## src/rtl/cons_rx_pkg.sv

```systemverilog
package cons_rx_pkg;
  localparam int unsigned POS_ERR  = 15;
  localparam int unsigned POS_OVR  = 14;
  localparam int unsigned POS_FRM  = 13;
  localparam int unsigned POS_BRK  = 10;
  localparam int unsigned POS_WAIT = 7;
  localparam int unsigned POS_IE   = 6;

  typedef logic [15:0] word_t;
  typedef logic [7:0]  char_t;

  // Character width selection: seven-bit mode drops the top bit.
  function automatic char_t fold_char(input char_t c, input logic eight);
    char_t r;
    r = c;
    if (!eight) r[7] = 1'b0;
    return r;
  endfunction

  // Fixed word stored for a line break.
  function automatic word_t break_word();
    word_t w;
    w = '0;
    w[POS_ERR] = 1'b1;
    w[POS_FRM] = 1'b1;
    w[POS_BRK] = 1'b1;
    return w;
  endfunction

  // Word stored for an ordinary character, overrun when it replaces an unread one.
  function automatic word_t char_word(input char_t c, input logic ovr);
    word_t w;
    w = {8'h00, c};
    w[POS_ERR] = ovr;
    w[POS_OVR] = ovr;
    return w;
  endfunction

  function automatic word_t status_word(input logic waiting, input logic ie);
    word_t w;
    w = '0;
    w[POS_WAIT] = waiting;
    w[POS_IE]   = ie;
    return w;
  endfunction
endpackage

```

## src/rtl/cons_rx_holdoff.sv

```systemverilog
module cons_rx_holdoff #(
  parameter int unsigned HOLD_CYCLES = 50_000_000
) (
  input  logic clk,
  input  logic rst,
  input  logic capture,
  output logic expired
);
  localparam int unsigned CW = (HOLD_CYCLES < 2) ? 1 : $clog2(HOLD_CYCLES + 1);

  logic [CW-1:0] free_q;
  logic [CW-1:0] stamp_q;
  logic [CW-1:0] elapsed;
  logic          reached;
  logic          sticky_q;

  assign elapsed = free_q - stamp_q;
  assign reached = (elapsed >= CW'(HOLD_CYCLES));
  assign expired = sticky_q | reached;

  always_ff @(posedge clk) begin
    if (rst) begin
      free_q   <= '0;
      stamp_q  <= '0;
      sticky_q <= 1'b0;
    end else begin
      free_q <= free_q + 1'b1;
      if (capture) begin
        stamp_q  <= free_q;
        sticky_q <= 1'b0;
      end else if (reached) begin
        sticky_q <= 1'b1;
      end
    end
  end

  AST_FRESH_PROTECTED: assert property (@(posedge clk) disable iff (rst)
    (capture && HOLD_CYCLES > 1) |=> !expired) else $error("fresh capture expired");
  AST_EXPIRY_STICKS: assert property (@(posedge clk) disable iff (rst)
    (expired && !capture) |=> expired) else $error("expiry lost");
endmodule

```

## src/rtl/cons_rx_buffer.sv

```systemverilog
module cons_rx_buffer
  import cons_rx_pkg::*;
(
  input  logic  clk,
  input  logic  rst,
  input  logic  load,
  input  logic  load_break,
  input  char_t load_char,
  input  logic  load_ovr,
  input  logic  drain,
  output word_t word_q,
  output logic  full_q
);
  word_t word_d;
  logic  full_d;

  always_comb begin
    word_d = word_q;
    full_d = full_q;
    if (load) begin
      word_d = load_break ? break_word() : char_word(load_char, load_ovr);
      full_d = 1'b1;
    end else if (drain) begin
      word_d = {8'h00, word_q[7:0]};
      full_d = 1'b0;
    end
  end

  always_ff @(posedge clk) begin
    if (rst) begin
      word_q <= '0;
      full_q <= 1'b0;
    end else begin
      word_q <= word_d;
      full_q <= full_d;
    end
  end

  AST_FULL_AFTER_LOAD: assert property (@(posedge clk) disable iff (rst)
    load |=> full_q) else $error("load did not mark full");
  AST_DRAIN_CLEARS: assert property (@(posedge clk) disable iff (rst)
    (drain && !load) |=> (!full_q && word_q[15:8] == 8'h00)) else $error("drain incomplete");
  AST_BREAK_PATTERN: assert property (@(posedge clk) disable iff (rst)
    (load && load_break) |=> (word_q == 16'hA400)) else $error("break word wrong");
  AST_IDLE_HOLDS: assert property (@(posedge clk) disable iff (rst)
    (!load && !drain) |=> ($stable(word_q) && $stable(full_q))) else $error("idle change");
endmodule

```

## src/rtl/cons_rx_irq.sv

```systemverilog
module cons_rx_irq (
  input  logic clk,
  input  logic rst,
  input  logic cfg_wr,
  input  logic cfg_ie,
  input  logic raise,
  input  logic drain,
  input  logic pending,
  output logic ie_q,
  output logic irq_q
);
  logic ie_d;
  logic arm;
  logic irq_d;

  assign ie_d = cfg_wr ? cfg_ie : ie_q;
  assign arm  = cfg_wr & cfg_ie & pending & ~ie_q;

  always_comb begin
    irq_d = irq_q;
    if (arm) irq_d = 1'b1;
    if (raise && ie_d) irq_d = 1'b1;
    if (drain && !raise) irq_d = 1'b0;
    if (cfg_wr && !cfg_ie) irq_d = 1'b0;
  end

  always_ff @(posedge clk) begin
    if (rst) begin
      ie_q  <= 1'b0;
      irq_q <= 1'b0;
    end else begin
      ie_q  <= ie_d;
      irq_q <= irq_d;
    end
  end

  AST_IE_OFF_DROPS: assert property (@(posedge clk) disable iff (rst)
    (cfg_wr && !cfg_ie) |=> !irq_q) else $error("irq kept with enable off");
  AST_ARM_RAISES: assert property (@(posedge clk) disable iff (rst)
    (arm && !drain) |=> irq_q) else $error("late enable did not raise");
  AST_IRQ_NEEDS_WAIT: assert property (@(posedge clk) disable iff (rst)
    irq_q |-> pending) else $error("irq without waiting char");
endmodule

```

## src/rtl/cons_rx_port.sv

```systemverilog
module cons_rx_port
  import cons_rx_pkg::*;
#(
  parameter int unsigned HOLD_CYCLES = 50_000_000
) (
  input  logic        clk,
  input  logic        rst,
  input  logic        cfg_eight_bit,
  input  logic        halt_enable,
  input  logic        rx_valid,
  input  logic [7:0]  rx_data,
  input  logic        rx_break,
  input  logic        bus_rd,
  input  logic        bus_wr,
  input  logic        bus_addr,
  input  logic [15:0] bus_wdata,
  output logic [15:0] bus_rdata,
  output logic        irq,
  output logic        halt_req
);
  // Named internal events
  logic  rx_any;
  logic  expired;
  logic  accept;
  logic  drain;
  logic  overrun;
  logic  stat_wr;
  logic  waiting;
  logic  ie;
  word_t word;
  char_t folded;
  logic  halt_q;

  assign rx_any  = rx_valid | rx_break;
  assign accept  = rx_any & (~waiting | expired);
  assign drain   = bus_rd & bus_addr & waiting;
  assign overrun = waiting & ~drain;
  assign stat_wr = bus_wr & ~bus_addr;
  assign folded  = fold_char(rx_data, cfg_eight_bit);

  cons_rx_holdoff #(.HOLD_CYCLES(HOLD_CYCLES)) u_hold (
    .clk     (clk),
    .rst     (rst),
    .capture (accept),
    .expired (expired)
  );

  cons_rx_buffer u_buf (
    .clk        (clk),
    .rst        (rst),
    .load       (accept),
    .load_break (rx_break),
    .load_char  (folded),
    .load_ovr   (overrun),
    .drain      (drain),
    .word_q     (word),
    .full_q     (waiting)
  );

  cons_rx_irq u_irq (
    .clk     (clk),
    .rst     (rst),
    .cfg_wr  (stat_wr),
    .cfg_ie  (bus_wdata[POS_IE]),
    .raise   (accept),
    .drain   (drain),
    .pending (waiting),
    .ie_q    (ie),
    .irq_q   (irq)
  );

  always_ff @(posedge clk) begin
    if (rst) halt_q <= 1'b0;
    else     halt_q <= accept & rx_break & halt_enable;
  end

  assign halt_req  = halt_q;
  assign bus_rdata = bus_addr ? word : status_word(waiting, ie);

  AST_STATUS_SPARSE: assert property (@(posedge clk) disable iff (rst)
    !bus_addr |-> ((bus_rdata & 16'hFF3F) == 16'h0000)) else $error("status spare bits set");
  AST_HALT_GATED: assert property (@(posedge clk) disable iff (rst)
    halt_req |-> $past(halt_enable && rx_break)) else $error("halt without enabled break");
  AST_PROTECTED: assert property (@(posedge clk) disable iff (rst)
    (rx_any && waiting && !expired && !drain) |=> $stable(word)) else $error("protected char replaced");
  AST_HALT_PULSE: assert property (@(posedge clk) disable iff (rst)
    halt_req |=> !halt_req || $past(rx_break)) else $error("halt held");
endmodule

```

## config.mk

```make
export PLATFORM = sky130hd
export DESIGN_NAME = cons_rx_port
export DESIGN_NICKNAME = d
export VERILOG_FILES = /design/src/rtl/cons_rx_pkg.sv /design/src/rtl/cons_rx_holdoff.sv /design/src/rtl/cons_rx_buffer.sv /design/src/rtl/cons_rx_irq.sv /design/src/rtl/cons_rx_port.sv
export SDC_FILE = /design/constraint.sdc
export NUM_CORES = 1
export LEC_CHECK = 0
export BUFFER_PORTS_ARGS = -buffer_cell sky130_fd_sc_hd__buf_2
export CORE_MARGIN = 5
export CORE_UTILIZATION = 38
export DETAILED_ROUTE_END_ITERATION = 10
export SLEW_MARGIN = 20
export SYNTH_ARGS = -nofsm -noshare
export SYNTH_HDL_FRONTEND = slang
export SYNTH_SLANG_ARGS = --single-unit
```

## constraint.sdc

```tcl
create_clock -name clk -period 7.4 [get_ports clk]
set_input_delay 0 -clock clk [delete_from_list [all_inputs] [get_ports clk]]
set_output_delay 0 -clock clk [all_outputs]
set_load 0.02 [all_outputs]
```

==> summary.md <==
| Metric | Value |
|---|---|
| Worst path top cell family by delay | compound AO/OA/AOI/OAI gates |
| Final setup fails | 0 |
| Fin. Hold Viols | 0 |
| Post-route setup slack | 3.37 ns |
| CTS tree | built |
| Register area share after synthesis | 24.3% |
| Core area | between 10000 and 15000 µm² |
| Max-cap check violation count | 0 |
| Synthesis-to-layout area growth | 7.68% |
| Cts repair resizes | 0 |
| Gr usage total | approximately 17% |
| Top cells by area, synth | dfxtp_1 (24%), ha_1 (5.8%), o21ai_0 (4.7%) |
| RSZ-0062 raised after global routing | no |
| H-tree lvl count | 3 |
| Hold crit path type | in2reg |
| Iter 0 DRT Violations | ~340 |
| Ys flop type | dfxtp_1 |
| Slew Limit Fails | 0 |
| N_diodes | 0 |
| First-pass GRT wire length | 25300 µm |
| Crit path largest cell delay | 0.75 ns |
| Via-to-Cell Ratio | 6.20 |
| Clock latency at the later pin of the worst-skew pair | approximately 0.33 ns |
| Worst vdd ir | 116 µV |
| Final worst-path cycle share | 54.4% |
| FF+latch count, synth | 68 |
| CTS Buf Count | 9 |
| Critical Path AT | roughly 4.2 ns |
| Slew @ Worst Pin | between 0.9 and 1 ns |
| Initial antenna violation count | 0 |
| CP startpoint kind | register |
| Die X | ~130 µm |
| Drt total wl | 15200 µm |
| Final #Nets | between 700 and 800 |
| Setup TNS | 0 ns |
| # hold bufs at CTS | 4 |
| CP dominant cell by count | o21ai_0 |
| Worst-path cell chain | inv_1 > ha_1 > nand2_1 > o21ai_0 > nor2b_1 > nor4_1 > a221oi_1 > nand4_1 > nor4_2 > o311a_2 > o21ai_0 > o311ai_0 |
| Fillers | 1465 |
| Remaining antenna violation count | 0 |
| Status | complete, no violations |
| WP buf/inv | 1 |
| # DRC | 0 |
| Total global routing overflow | 0 |
| Pwr dens | between 150 and 200 nW/µm² |
| First drt pass iteration count | 5 |
| Share of layout cells above drive strength 1 | ~11% |
| Number of synthesis warnings | 0 |
| Die Y | between 100 and 150 µm |
| Rows | 44 |
| Most common cell after layout, fill and taps aside | nand2_1 |
| CP endpoint kind | register |
| Clk root buf | clkbuf_16 |
| CP Data Required Time | around 7.6 ns |
| Slew margin rel. | 34.6% |
| Clock sink count | between 60 and 70 |
| Vias | approximately 5600 |
| Pleak | around 2.2 nW |
| Clock buffer depth | 2 |
| Slowest-stage cell, CP | o311a_2 |
| Cells after synthesis | around 720 |
| Syn avg cell area | around 7.8 µm² |
| Critical path type | reg2reg |
| DP Worst Slack | approximately 3.5 ns |
| Async SR Flop Fraction | 0% |
| EDFF count, synth | 0 |
| Fmax | 248 MHz |
| Commonest non-fill, non-tap cells in the layout | nand2_1 (68), dfxtp_1 (67), o21ai_0 (53) |
| Synth cell types | between 70 and 80 |
| Routed wire per std cell | around 17 µm |
| Top-Level Pins | 51 |
| Port Buffers | 31 |
| Clock-pin transition on the worst setup and hold timing paths | roughly 0.050 ns |
| Synth top area share | between 20% and 30% |
| Worst clock skew | 0.00783 ns |
| Minimum clock period | 4.03 ns |
| CP Max Fanout | 34 |
| Vias in the first global route | 5297 |
| Synthesized area | approximately 5600 µm² |
| WHS | 0.0141 ns |
| Initial core utilization | around 39% |
| Dominant cell type by area after synthesis | dfxtp_1 |
| Die footprint | roughly 17000 µm² |
| Post-CTS setup buffers | 0 |
| DP HPWL | 10000 µm |
| GP Congestion | about 0.90 |
| Largest net degree at the start of global routing | slightly above 100 |
==> worst register-to-register path: cells and delay by family, from the launching register on <==
family,cells,cell delay (ns)
AO/OA/AOI/OAI,5,1.82
adder cells (fa/ha/maj),1,0.42
buffers and inverters,1,0.07
flip-flops,1,0.36
AND/OR/NAND/NOR,5,1.23
==> per-layer routing <==
metal / part of all wire (%) / wire length, µm / global-route usage (%)
met1: 48 / 7290 / 22.6
met2: 47 / 7150 / 28.2
met3: 3.6 / 550 / 2.33
met4: 1.1 / 167 / 4.91
met5: 0 / 0 / 0
==> Yosys cell counts, drive strengths merged, types with 2 or more instances <==
library cell	count
a2111o	3
a2111oi	2
a211oi	3
a21o	8
a21oi	35
a221oi	3
a222oi	2
a22oi	2
a311oi	2
a31oi	32
a32oi	10
and2	17
and3	10
and4	4
buf	19
clkbuf	46
dfxtp	68
ha	26
inv	32
mux2	2
mux2i	2
nand2	69
nand2b	4
nand3	20
nand4	11
nor2	36
nor2b	12
nor3	12
nor3b	34
nor4	5
nor4b	26
o211ai	4
o21a	6
o21ai	55
o21bai	3
o22ai	4
o2bb2ai	2
o311ai	37
o31a	2
or2	5
or3	7
xnor2	10
xor2	19
==> cell families (layout without fill, tap and decap cells) <==
family | Yosys count | after routing | share of synthesized area [%]
compound gates | 223 | 223 | 28.6
xor+xnor | 29 | 29 | 4.67
fa+ha+maj | 26 | 26 | 5.81
buf+inv | 97 | 85 | 7.62
flops | 68 | 68 | 24.3
mux | 4 | 4 | 0.759
other cells | 1 | 4 | 0.0669
simple gates | 274 | 274 | 28.2
==> metrics by stage <==
step	cells	instance area, µm²	utilization, %	power, W
floorplan	725	5610	-	0.000587
global placement	879	5730	39.6	0.000633
detailed placement	879	5730	39.6	0.000637
CTS	897	6030	41.7	0.00102
global route	897	6030	41.7	0.00107
finish	897	6030	41.7	0.00102
==> final timing paths <==
path                startpoint                end  slack, ns  cells past startpoint
min reg2reg   u_hold.free_q[0]   u_hold.free_q[0]       0.46                      1
min                     bus_rd   u_buf.word_q[13]       0.01                      4
max reg2reg  u_hold.stamp_q[8]  u_hold.stamp_q[3]       3.37                     12
max          u_hold.stamp_q[8]  u_hold.stamp_q[3]       3.37                     12
==> power by group <==
part	switching (W)	internal [W]	total (W)	leakage (nW)
logic	0.000162	0.0000832	0.000245	1.49
clock network	0.000154	0.000230	0.000385	0.131
registers	0.0000130	0.000378	0.000391	0.551
==> sequential cells by signal, indices dropped and copies added, names as in the netlist <==
| name | count |
|---|---|
| u_irq.ie_q | 1 |
| u_hold.stamp_q | 26 |
| u_hold.sticky_q | 1 |
| u_buf.word_q | 11 |
| u_buf.full_q | 1 |
| u_irq.irq_q | 1 |
| halt_req | 1 |
| u_hold.free_q | 26 |
==> cell type report <==
class                   count  area (µm²)  share of cell area [%]
multi-input cells         560        3830                    63.6
flip-flops and latches     68        1360                    22.6
clock buffers              11         243                    4.02
well taps                 184         230                    3.82
repair buffers             39         228                    3.77
inverters                  32         120                    1.99
clock inverters             3        15.0                   0.249
No activity file was read; power rests on OpenSTA's default activity.
